[config.mk]
export PLATFORM = sky130hd
export DESIGN_NAME = irq_status_ctrl
export DESIGN_NICKNAME = d
export VERILOG_FILES = /design/src/rtl/irq_ctrl_pkg.sv /design/src/rtl/irq_clear_decode.sv /design/src/rtl/irq_status_next.sv /design/src/rtl/irq_status_ctrl.sv
export SDC_FILE = /design/constraint.sdc
export NUM_CORES = 1
export LEC_CHECK = 0
export BUFFER_PORTS_ARGS = -buffer_cell sky130_fd_sc_hd__buf_2
export CAP_MARGIN = 20
export CORE_UTILIZATION = 35
export DETAILED_ROUTE_END_ITERATION = 10
export PLACE_DENSITY = 0.73
export SLEW_MARGIN = 20
export SYNTH_ARGS = -nofsm -noshare
export SYNTH_HDL_FRONTEND = slang
export SYNTH_SLANG_ARGS = --single-unit
export TNS_END_PERCENT = 5
[constraint.sdc]
create_clock -name clk -period 1.1 [get_ports clk]
set_input_delay 0.22 -clock clk [delete_from_list [all_inputs] [get_ports clk]]
set_output_delay 0.22 -clock clk [all_outputs]
set_load 0.03 [all_outputs]
[src/rtl/irq_ctrl_pkg.sv]
package irq_ctrl_pkg;

    localparam int STAT_W   = 8;
    localparam int BIT_MGMT = 7;
    localparam int BIT_ERX  = 6;
    localparam int BIT_PHY  = 5;
    localparam int BIT_OVR  = 4;
    localparam int BIT_ALOC = 3;
    localparam int BIT_TXE  = 2;
    localparam int BIT_TXC  = 1;
    localparam int BIT_RCV  = 0;

    typedef struct packed {
        logic [STAT_W-1:0] status;
        logic [STAT_W-1:0] mask;
        logic              irq;
        logic              pop;
    } ctrl_state_t;

endpackage

[src/rtl/irq_clear_decode.sv]
module irq_clear_decode #(
    parameter int              W        = 8,
    parameter logic [W-1:0]    ACK_MASK = 8'hD6,
    parameter int              POP_BIT  = 1
) (
    input  logic         ack_we,
    input  logic [W-1:0] ack_data,
    output logic [W-1:0] clr_vec,
    output logic         pop_req
);

    always_comb begin
        clr_vec = ack_we ? (ack_data & ACK_MASK) : '0;
        pop_req = ack_we & ack_data[POP_BIT];
    end

endmodule

[src/rtl/irq_status_next.sv]
module irq_status_next #(
    parameter int W = 8
) (
    input  logic [W-1:0] cur,
    input  logic [W-1:0] clr,
    input  logic [W-1:0] evt,
    input  logic [W-1:0] lvl,
    output logic [W-1:0] nxt
);

    // Per bit: the set sources (pulse or level) take priority over clear.
    for (genvar i = 0; i < W; i++) begin : g_bit
        assign nxt[i] = (cur[i] & ~clr[i]) | evt[i] | lvl[i];
    end

endmodule

[src/rtl/irq_status_ctrl.sv]
module irq_status_ctrl
    import irq_ctrl_pkg::*;
#(
    parameter logic [STAT_W-1:0] ACK_MASK   = 8'hD6,
    parameter logic [STAT_W-1:0] RST_STATUS = 8'h04
) (
    input  logic              clk,
    input  logic              rst_n,
    input  logic [STAT_W-1:0] evt_set,
    input  logic              txq_empty,
    input  logic              done_nonempty,
    input  logic              ack_we,
    input  logic [STAT_W-1:0] ack_data,
    input  logic              mask_we,
    input  logic [STAT_W-1:0] mask_data,
    output logic [STAT_W-1:0] status_o,
    output logic [STAT_W-1:0] mask_o,
    output logic              irq_o,
    output logic              done_pop_o
);

    ctrl_state_t       state_d, state_q;
    logic [STAT_W-1:0] clr_vec;
    logic [STAT_W-1:0] lvl_vec;
    logic [STAT_W-1:0] stat_nxt;
    logic              pop_req;

    irq_clear_decode #(
        .W        (STAT_W),
        .ACK_MASK (ACK_MASK),
        .POP_BIT  (BIT_TXC)
    ) u_clr (
        .ack_we   (ack_we),
        .ack_data (ack_data),
        .clr_vec  (clr_vec),
        .pop_req  (pop_req)
    );

    always_comb begin
        lvl_vec          = '0;
        lvl_vec[BIT_TXE] = txq_empty;
        lvl_vec[BIT_TXC] = done_nonempty;
    end

    irq_status_next #(
        .W (STAT_W)
    ) u_next (
        .cur (state_q.status),
        .clr (clr_vec),
        .evt (evt_set),
        .lvl (lvl_vec),
        .nxt (stat_nxt)
    );

    always_comb begin
        state_d        = state_q;
        state_d.status = stat_nxt;
        state_d.mask   = mask_we ? mask_data : state_q.mask;
        state_d.irq    = |(state_d.status & state_d.mask);
        state_d.pop    = pop_req;
    end

    always_ff @(posedge clk) begin
        if (!rst_n) begin
            state_q.status <= RST_STATUS;
            state_q.mask   <= '0;
            state_q.irq    <= 1'b0;
            state_q.pop    <= 1'b0;
        end else begin
            state_q <= state_d;
        end
    end

    assign status_o   = state_q.status;
    assign mask_o     = state_q.mask;
    assign irq_o      = state_q.irq;
    assign done_pop_o = state_q.pop;

endmodule

Word-level counts from Yosys, hierarchy flattened --
Cells that the tools add are included.
Word-level totals: bits in registers 18, input port bits 30
Operators by class: multiplexer cells 2, bitwise operators 28, reductions and logical operators 1
Operators with widths (number):
- $mux W8 | 2
- $or A1 B1 Y1 | 10
- $and A1 B1 Y1 | 9
- $and A8 B8 Y8 | 1
- $not A1 Y1 | 8
- $reduce_or A8 Y1 | 1

Logic depth before layout (Yosys ltp) --
Gate-level depths: netlist of run 1.
word-level depth 7, gate-level depth with buffers 5, depth with buffers taken out 4

Hierarchy --
Synthesis of run 1 repeated with hierarchy kept, for this count alone.
Unflattened totals: cells, all modules 93, area total of the unflattened synthesis 800.8 µm²
Modules (own cells, without submodules):
- irq_status_ctrl | times used 1, cells an instance 59, area an instance 635.6 µm², sequential area each 360.3 µm²
- irq_status_next | times used 1, cells an instance 24, area an instance 100.1 µm², sequential area each 0.0 µm²
- irq_clear_decode | times used 1, cells an instance 10, area an instance 65.1 µm², sequential area each 0.0 µm²

Worst setup path after synthesis of run 1 --
OpenSTA, ideal clock, no wires.
path type reg2reg, start register state_q (netlist bit status_o[1]), end register state_q (netlist bit irq_o), setup time 0.125 ns, arrival 1.097 ns, path slack -0.122 ns, stages on the path, launching flop included 4, clock period less this slack 1.222 ns, path through dfxtp_1 > a211oi_2 > o22ai_1 > o41a_1
Between the ends: longest elaborated chain between the ends 5
Ends and longest elaborated chain:
- start: declaration | RTL line irq_status_ctrl.sv:22 | ctrl_state_t state_d, state_q;
- start signal: assignment | RTL line irq_status_ctrl.sv:70 | state_q <= state_d;
- $and A1 B1 Y1 | RTL line irq_status_next.sv:13 | assign nxt[i] = (cur[i] & ~clr[i]) | evt[i] | lvl[i];
- $or A1 B1 Y1 (2 in a row) | RTL line irq_status_next.sv:13
- $and A8 B8 Y8 | RTL line irq_status_ctrl.sv:59 | state_d.irq = |(state_d.status & state_d.mask);
- $reduce_or A8 Y1 | RTL line irq_status_ctrl.sv:59
No other way between the ends. A chain may end at the register's enable or synchronous reset.

Final worst setup path of run 1 --
start register state_q (netlist bit mask_o[5]), end register state_q (netlist bit irq_o)
Between the ends: longest elaborated chain between the ends 3
Ends and longest elaborated chain:
- $mux W8 | RTL line irq_status_ctrl.sv:58 | state_d.mask = mask_we ? mask_data : state_q.mask;
- $and A8 B8 Y8 | RTL line irq_status_ctrl.sv:59
- $reduce_or A8 Y1 | RTL line irq_status_ctrl.sv:59
No other way between the ends.

==> results.md, run 1 <==
- Status: finished with violations
- Failing checks: negative setup slack
- Global-route met2 utilization: 22.5%
- Sequential area share after synthesis: 53.4%
- Final setup fails: 1
- Largest net degree at the start of global routing: 19
- Core ar.: 1760 um2
- Peak VDD IR: 0.778 mV
- CTS tree: built
- Starting Density: 38.2%
- Count of unique library cells instantiated by Yosys: 16
- Nets: 145
- Die height: 45.9 um
- Final Max Slew Viols: 0
- Crit start category: flip-flop
- Global route overflow: 0
- First-pass GRT wire length: 2100 um
- Fin Setup TNS: -0.100 ns
- Final min period: 1.20 ns
- Max-slew headroom: 85.2%
- Post-Route WL: 1430 um
- Vias in the first global route: 528
- DRC: 0
- Global router's overall resource usage: 14.2%
- Least-Margin Pin Slew: 0.216 ns
- DR WL/cell: 10.3 um
- Final HPWL DP: 1160 um
- 1st-iter DRT viols: 1
- GRT met3 Usage: 3.57%
- Fmax: 0.833 GHz
- Post-Syn Instances: 63
- Post-Synthesis Cell Area: 674 um2
- Data required time of the worst path: 1.28 ns
- Global Route met1 Usage: 17.6%
- WP data arrival: 1.38 ns
- Syn_area_per_cell: 10.7 um2
- H-tree depth: 1
- Post-route ant nets: 0
- RSZ-0062 raised after global routing: true
- # rows: 15
- Buffers added on ports: 44
- # IOs: 48
- CTS Sinks: 18
- Initial antenna violation count: 0
- Leak Pwr: 0.501 nW
- Power Density: 1400 nW/um2
- Die Footprint: 2110 um2
- Antenna Cells: 0
- Max FO, Critical Path: 2
- Net Count, Synth: 93
- Hold/Removal Path Class: input pin to flip-flop
- Most common cell after layout, fill and taps aside: buf_2
- Die X: 45.9 um
- Period utilization: 109%
- Clk_lat worst skew: 0.28 ns
- Max-cap violations: 0
- Routed vias/inst: 4.50
- Via count: 626
- Critical Path Sink Type: flip-flop
- Final WS setup: -0.100 ns
- RePlAce Congestion: 0.664
- CTS max path bufs: 2
- CTS buffer count: 3
- Flops & latches, synth: 18
- Clock-pin slew on the worst setup and hold paths: 0.10 ns
- Share of post-route cells with drive strength above 1: 55.3%
- Layout fillers: 187
- Root Driver: clkbuf_4
- Minimum hold slack: 0.129 ns
- WS Path Type: flip-flop to flip-flop
- Synth Warn #: 0
- Skew final: 0.00233 ns
- Hold Violations, Final: 0
- DR pass1 iterations: 2
- Synth-to-layout area growth: 48.6%
- Top Usage Layer GRT: met2
- Most frequent cells in the layout: 41 x buf_2, 13 x nor2b_1, 13 x dfxtp_1, 8 x mux2i_1
[critical path: stages, from the launching register on]
cell      delay [ns]
dfxtp_2         0.33
mux2i_1         0.16
o21bai_1        0.16
o221ai_1        0.14
o41a_1          0.31
[metal layers]
layer  wire length, um  share of wire [%]
met3                82                5.7
met2               695                 48
met1               645                 45
met4                11               0.77
met5                 0                  0
[kinds of logic (layout without fill, tap and decap cells)]
group,after synthesis,count (layout),synth area share [%]
AND/OR/NAND/NOR,24,24,19.5
AO/OA/AOI/OAI,11,11,13.0
buffers and inverters,2,53,2.23
flip-flops,18,18,53.4
multiplexers,8,8,11.9
[registers in the layout (all words and copies together) (netlist names)]
signal / cells
done_pop_o: 1
irq_o: 1
mask_o: 8
status_o: 8
[path summary, 6_finish.rpt]
kind,start,end,slack (ns),cells after the start
setup / recovery,mask_o[5],irq_o,-0.10,4
hold / removal,evt_set[2],status_o[2],0.13,3
setup reg to reg,mask_o[5],irq_o,-0.10,4
hold reg to reg,status_o[5],status_o[5],0.47,1
[area by class of cell]
type                            instances  area [um2]  share of cell area [%]
Clock buffer                            4        36.3                    3.62
Multi-Input combinational cell         43         303                    30.2
Sequential cell                        18         367                    36.6
Tap cell                               25        31.3                    3.12
Timing Repair Buffer                   49         265                    26.5
[power breakdown]
group | internal [mW] | total, mW | leakage, nW | switching (mW)
Sequential | 0.695 | 0.714 | 0.150 | 0.0193
Clock | 0.201 | 0.393 | 0.0210 | 0.191
Combinational | 0.129 | 0.297 | 0.330 | 0.168
[metrics by stage]
step                total power, mW  instances  area, um2  setup slack [ns]  utilization (%)
floorplan                     0.905         63        692           -0.0714                -
global placement               1.02        134        950            -0.258             53.8
detailed placement             1.02        134        950            -0.311             53.8
CTS                            1.42        139        993           -0.0817             56.3
global route                   1.47        139       1000            -0.180             56.8
finish                         1.40        139       1000            -0.100             56.8
[Yosys cell counts]
master / instances / share of area (%)
o22ai_1: 2 / 1.9
and2b_2: 1 / 1.3
a21oi_1: 3 / 2.2
buf_6: 1 / 1.7
clkbuf_1: 1 / 0.56
nand2_1: 6 / 3.3
o41a_1: 1 / 1.7
and3_2: 1 / 1.1
o221ai_1: 1 / 1.3
o21a_1: 1 / 1.1
mux2i_1: 8 / 12
a211oi_2: 2 / 3.7
o21bai_1: 1 / 1.1
nor2_1: 3 / 1.7
nor2b_1: 13 / 12
dfxtp_1: 18 / 53
[repair_timing]
item | CTS | global route
resized for setup | 0 | 5
gates cloned | 0 | 0
setup buffers | 1 | 0
hold buffers | 0 | 0
endpoints found under the setup margin | 1 | 4
Power figures use the tool's default switching activity.
==> inputs of run 2 (changes only) <==
--- a/config.mk
+++ b/config.mk
@@ -7,7 +7,9 @@
 export LEC_CHECK = 0
 export BUFFER_PORTS_ARGS = -buffer_cell sky130_fd_sc_hd__buf_2
 export CAP_MARGIN = 20
+export CORE_ASPECT_RATIO = 0.7
 export CORE_UTILIZATION = 35
+export CTS_CLUSTER_DIAMETER = 100
 export DETAILED_ROUTE_END_ITERATION = 10
 export PLACE_DENSITY = 0.73
 export SLEW_MARGIN = 20
==> results.md, run 2 (synthesized netlist as in run 1, its figures left out) <==
- Clk_lat worst skew: 0.29 ns (was 0.28 ns)
- Starting Density: 39.7% (was 38.2%)
- DR pass1 iterations: 4 (was 2)
- Final WS setup: -0.0640 ns (was -0.100 ns)
- Global route overflow: 0 (unchanged)
- Buffers added on ports: 44 (unchanged)
- CTS max path bufs: 2 (unchanged)
- Sequential Area: 367 um2 (unchanged)
- Worst reg-to-reg setup slack: -0.06 ns (was -0.10 ns)
- Synth-to-layout area growth: 50.8% (was 48.6%)
- RePlAce Congestion: 0.652 (was 0.664)
- Skew final: 0.00189 ns (was 0.00233 ns)
- Max FO, Critical Path: 2 (unchanged)
- Die Footprint: 2110 um2 (about the same)
- Failing checks: negative setup slack (unchanged)
- DRC: 0 (unchanged)
- Vias in the first global route: 549 (was 528)
- 1st-iter DRT viols: 4 (was 1)
- Hold/Removal Path Class: input pin to flip-flop (unchanged)
- DR WL/cell: 11.4 um (was 10.3 um)
- Minimum hold slack: 0.126 ns (was 0.129 ns)
- Die height: 38.7 um (was 45.9 um)
- Core ar.: 1700 um2 (was 1760 um2)
- CTS buffer count: 3 (unchanged)
- Worst path cell trace: mux2i_1, o21bai_1, o221ai_1, o41a_1 (unchanged)
- Area occupied by multi-input gates: 303 um2 (unchanged)
- Root Driver: clkbuf_4 (unchanged)
- CTS Sinks: 18 (unchanged)
- WP data arrival: 1.35 ns (was 1.38 ns)
- Final min period: 1.16 ns (was 1.20 ns)
- RR Startpoint: mask_o[5] (unchanged)
- Peak VDD IR: 1.07 mV (was 0.778 mV)
- CTS Hold Buffers Added: 0 (unchanged)
- # rows: 12 (was 15)
- RSZ-0062 raised after global routing: true (unchanged)
- Period utilization: 106% (was 109%)
- Slowest Stage Delay on Critical Path: 0.33 ns (about the same)
- Hold Violations, Final: 0 (unchanged)
- Global router's overall resource usage: 16.4% (was 14.2%)
- Post-Route WL: 1560 um (was 1430 um)
- Power Density: 1320 nW/um2 (was 1400 nW/um2)
- WS Path Type: flip-flop to flip-flop (unchanged)
- H-tree depth: 1 (unchanged)
- Clock-pin slew on the worst setup and hold paths: 0.09 ns (was 0.10 ns)
- Cell Count, Final, Fillers Out: 137 (was 139)
- WHS Endpoint: status_o[2] (unchanged)
- Max-slew headroom: 84.4% (was 85.2%)
- Worst R2R End: irq_o (unchanged)
- First-pass GRT wire length: 2260 um (was 2100 um)
- Post-route ant nets: 0 (unchanged)
- Antenna Cells: 0 (unchanged)
- Max-cap violations: 0 (unchanged)
- CTS tree: built (unchanged)
- Tot Pwr: 1.35 mW (was 1.40 mW)
- Final HPWL DP: 1190 um (was 1160 um)
- Share of post-route cells with drive strength above 1: 56.0% (was 55.3%)
- Crit start category: flip-flop (unchanged)
- Worst Hold Depth: 3 (unchanged)
- Largest net degree at the start of global routing: 19 (unchanged)
- Data required time of the worst path: 1.28 ns (about the same)
- Layout fillers: 153 (was 187)
- Most common cell after layout, fill and taps aside: buf_2 (unchanged)
- Via count: 627 (was 626)
- # IOs: 48 (unchanged)
- CP delay by family, top: compound AO/OA/AOI/OAI gates (unchanged)
- Routed vias/inst: 4.58 (was 4.50)
- Cells on worst reg2reg path: 4 (unchanged)
- Fmax: 0.859 GHz (was 0.833 GHz)
- Least-Margin Pin Slew: 0.227 ns (was 0.216 ns)
- Slowest stage cell, crit path: dfxtp_2 (unchanged)
- Final Max Slew Viols: 0 (unchanged)
- Die X: 54.5 um (was 45.9 um)
- Initial antenna violation count: 0 (unchanged)
- Hold Crit Start: evt_set[2] (unchanged)
- Status: finished with violations (unchanged)
- Nets: 148 (was 145)
- Crit path buf inv count: 0 (unchanged)
- Final setup fails: 1 (unchanged)
- Dpl cells: 134 (unchanged)
- Leak Pwr: 0.509 nW (was 0.501 nW)
- Most frequent cells in the layout: 38 x buf_2, 13 x nor2b_1, 13 x dfxtp_1, 11 x buf_4, 8 x mux2i_1 (was 41 x buf_2, 13 x nor2b_1, 13 x dfxtp_1, 8 x mux2i_1)
- Worst setup path start: mask_o[5] (unchanged)
- Critical Path Sink Type: flip-flop (unchanged)
[run 2: cell count changes in the layout (fill, tap and decap cells not counted), sizes merged]
cell    change
buf         +3
clkbuf      -1
[run 2: worst register-to-register path, stage by stage (launching register included)]
cell and delay (ns):
dfxtp_2 0.33, mux2i_1 0.15, o21bai_1 0.14, o221ai_1 0.12, o41a_1 0.31
[run 2: power breakdown]
part | leakage (nW) | total [mW] | switching, mW | internal, mW
logic | 0.345 | 0.314 | 0.172 | 0.142
clock network | 0.0138 | 0.318 | 0.191 | 0.127
registers | 0.150 | 0.714 | 0.0194 | 0.695
total | 0.509 | 1.35 | 0.383 | 0.964
[run 2: worst max-delay path by stage]
stage                     endpoint  slack (ns)  cells past startpoint
after CTS                    irq_o       -0.07                      3
final                        irq_o       -0.06                      4
after global routing         irq_o       -0.12                      4
after global placement       irq_o       -0.25                      5
after detailed placement     irq_o       -0.33                      5
after floorplan              irq_o       -0.07                      5
[run 2: layout make-up]
type / instances / share of cell area (%)
Tap cell: 21 / 2.58
Sequential cell: 18 / 36.0
Timing Repair Buffer: 52 / 29.4
Multi-Input combinational cell: 43 / 29.8
Clock buffer: 3 / 2.21
[run 2: what timing repair did]
| item | in CTS | in global routing |
|---|---|---|
| setup endpoints to repair | 3 | 7 |
| resized for setup | 3 | 7 |
| buffers inserted | 0 | 0 |
[run 2: through the flow]
stage / util (%) / setup TNS, ns / instance area [um2] / setup WS (ns)
after floorplan: - / -0.0714 / 692 / -0.0714
after global placement: 57.4 / -0.251 / 975 / -0.251
after detailed placement: 57.4 / -0.330 / 975 / -0.330
after CTS: 59.3 / -0.0793 / 1010 / -0.0700
after global routing: 60.0 / -0.151 / 1020 / -0.123
final: 60.0 / -0.0640 / 1020 / -0.0640
[run 2: routing by layer]
metal | track usage, % | vias to the layer above | wire [um]
met5 | 0 | - | 0
met4 | 7.69 | 0 | 16
met3 | 7.06 | 3 | 136
met2 | 27.1 | 29 | 695
met1 | 18.2 | 272 | 716
li1 | - | 323 | -
==> inputs of run 3 (changes only) <==
--- a/config.mk
+++ b/config.mk
@@ -7,11 +7,10 @@
 export LEC_CHECK = 0
 export BUFFER_PORTS_ARGS = -buffer_cell sky130_fd_sc_hd__buf_2
 export CAP_MARGIN = 20
-export CORE_ASPECT_RATIO = 0.7
-export CORE_UTILIZATION = 35
+export CORE_UTILIZATION = 38
 export CTS_CLUSTER_DIAMETER = 100
 export DETAILED_ROUTE_END_ITERATION = 10
-export PLACE_DENSITY = 0.73
+export PLACE_DENSITY = 0.75
 export SLEW_MARGIN = 20
 export SYNTH_ARGS = -nofsm -noshare
 export SYNTH_HDL_FRONTEND = slang
==> constraint.sdc (replaced) <==
create_clock -name clk -period 1.3 [get_ports clk]
set_input_delay 0.26 -clock clk [delete_from_list [all_inputs] [get_ports clk]]
set_output_delay 0.26 -clock clk [all_outputs]
set_load 0.03 [all_outputs]
==> results.md, run 3 (synthesized netlist as in run 1, its figures left out) <==
- Max FO, Critical Path: 2 (unchanged)
- Fin Setup TNS: 0 ns (was -0.0640 ns)
- CTS buffer count: 3 (unchanged)
- CTS max path bufs: 2 (unchanged)
- Crit start category: flip-flop (unchanged)
- Worst R2R End: irq_o (unchanged)
- Root Driver: clkbuf_4 (unchanged)
- Clock-pin slew on the worst setup and hold paths: 0.10 ns (was 0.09 ns)
- DR pass1 iterations: 6 (was 4)
- CTS Sinks: 18 (unchanged)
- Final setup fails: 0 (was 1)
- RSZ-0062 raised after global routing: false (was true)
- WS Path Type: flip-flop to flip-flop (unchanged)
- Final HPWL DP: 1130 um (was 1190 um)
- Placed Area: 950 um2 (was 975 um2)
- Die Footprint: 1950 um2 (was 2110 um2)
- Worst Hold Depth: 3 (unchanged)
- Final min period: 1.17 ns (was 1.16 ns)
- Core ar.: 1580 um2 (was 1700 um2)
- Nets: 145 (was 148)
- # IOs: 48 (unchanged)
- Most frequent cells in the layout: 44 x buf_2, 18 x dfxtp_1, 13 x nor2b_1, 8 x mux2i_1, 6 x nand2_1 (was 38 x buf_2, 13 x nor2b_1, 13 x dfxtp_1, 11 x buf_4, 8 x mux2i_1)
- Worst reg-to-reg setup slack: 0.13 ns (was -0.06 ns)
- Resize count post-CTS: 0 (was 3)
- Max-cap violations: 0 (unchanged)
- Dpl cells: 126 (was 134)
- Starting Density: 42.8% (was 39.7%)
- Final Max Slew Viols: 0 (unchanged)
- DR WL/cell: 11.0 um (was 11.4 um)
- Skew final: 0.00288 ns (was 0.00189 ns)
- Fmax: 0.852 GHz (was 0.859 GHz)
- Synth-to-layout area growth: 46.2% (was 50.8%)
- # rows: 14 (was 12)
- Routed vias/inst: 4.76 (was 4.58)
- Period utilization: 90.3% (was 106%)
- Crit path capture: irq_o (unchanged)
- Initial antenna violation count: 0 (unchanged)
- # Post-CTS Setup Buffers: 0 (unchanged)
- Peak VDD IR: 0.850 mV (was 1.07 mV)
- Via count: 619 (was 627)
- CTS Hold Buffers Added: 0 (unchanged)
- H-tree depth: 1 (unchanged)
- Cell Count, Final, Fillers Out: 130 (was 137)
- 1st-iter DRT viols: 7 (was 4)
- Global router's overall resource usage: 16.1% (was 16.4%)
- Hold/Removal Path Class: input pin to flip-flop (unchanged)
- CTS tree: built (unchanged)
- Most common cell after layout, fill and taps aside: buf_2 (unchanged)
- Buffers added on ports: 44 (unchanged)
- RePlAce Congestion: 0.704 (was 0.652)
- Cells on worst reg2reg path: 4 (unchanged)
- Max-slew headroom: 85.3% (was 84.4%)
- Critical Path Sink Type: flip-flop (unchanged)
- Vias in the first global route: 586 (was 549)
- DRC: 0 (unchanged)
- Antenna Cells: 0 (unchanged)
- Global route overflow: 0 (unchanged)
- Hold Violations, Final: 0 (unchanged)
- Worst setup path start: mask_o[5] (unchanged)
- WP data arrival: 1.36 ns (was 1.35 ns)
- Status: completed (was finished with violations)
- Post-route ant nets: 0 (unchanged)
- Die X: 44.1 um (was 54.5 um)
- Share of post-route cells with drive strength above 1: 50.0% (was 56.0%)
- Die height: 44.1 um (was 38.7 um)
- Post-Route WL: 1430 um (was 1560 um)
- Least-Margin Pin Slew: 0.215 ns (was 0.227 ns)
- Leak Pwr: 0.504 nW (was 0.509 nW)
- Largest net degree at the start of global routing: 19 (unchanged)
- Tot Pwr: 1.19 mW (was 1.35 mW)
- Data required time of the worst path: 1.49 ns (was 1.28 ns)
- RR Startpoint: mask_o[5] (unchanged)
- Power Density: 1210 nW/um2 (was 1320 nW/um2)
- Fin area: 986 um2 (was 1020 um2)
- Clk_lat worst skew: 0.29 ns (about the same)
- First-pass GRT wire length: 2290 um (was 2260 um)
run 3: cell count changes in the layout (fill, tap and decap cells not counted):
cell / delta
dfxtp_1: +5
dfxtp_2: -5
buf_4: -7
buf_2: +6
a21oi_1: +1
clkbuf_4: -2
a21oi_2: -1
buf_6: -1
clkbuf_8: +1
buf_12: +1
run 3: metal layers:
| layer | routed length [um] | GRT usage, % | share of wire [%] |
|---|---|---|---|
| met1 | 629 | 18.1 | 44 |
| met2 | 713 | 27.9 | 50 |
| met3 | 70 | 2.45 | 4.9 |
| met4 | 19 | 10.9 | 1.3 |
| met5 | 0 | 0 | 0 |
run 3: report_power, final:
group          total, mW  switching, mW  leakage [nW]  internal [mW]
logic              0.249          0.142         0.333          0.107
registers          0.602         0.0155         0.150          0.586
clock network      0.339          0.168        0.0210          0.171
total               1.19          0.326         0.504          0.864
run 3: how the worst min path moves through the flow:
stage,startpoint,to,slack (ns)
after floorplan,evt_set[2],status_o[2],0.36
after global placement,status_o[5],status_o[5],0.46
after detailed placement,evt_set[2],status_o[2],0.47
after CTS,evt_set[2],status_o[2],0.15
after global routing,evt_set[2],status_o[2],0.16
final,evt_set[2],status_o[2],0.16
run 3: final cells by class:
| cell class | count | area, um2 |
|---|---|---|
| flip-flops and latches | 18 | 360 |
| fillers | 136 | 591 |
| multi-input cells | 43 | 299 |
| repair buffers | 49 | 270 |
| clock buffers | 4 | 36.3 |
| well taps | 16 | 20.0 |
run 3: stage by stage:
step	hold slack [ns]	worst slack (ns)	utilization, %
global route	0.158	0.0474	62.5
floorplan	0.357	0.0630	-
CTS	0.155	0.105	62.5
finish	0.160	0.126	62.5
global placement	0.457	-0.112	60.2
detailed placement	0.468	-0.136	60.2
run 3: worst max-delay path, stage by stage, from the launching register on:
cell and delay, ns:
dfxtp_1 0.32, mux2i_1 0.16, o21bai_1 0.14, o221ai_1 0.14, o41a_1 0.31
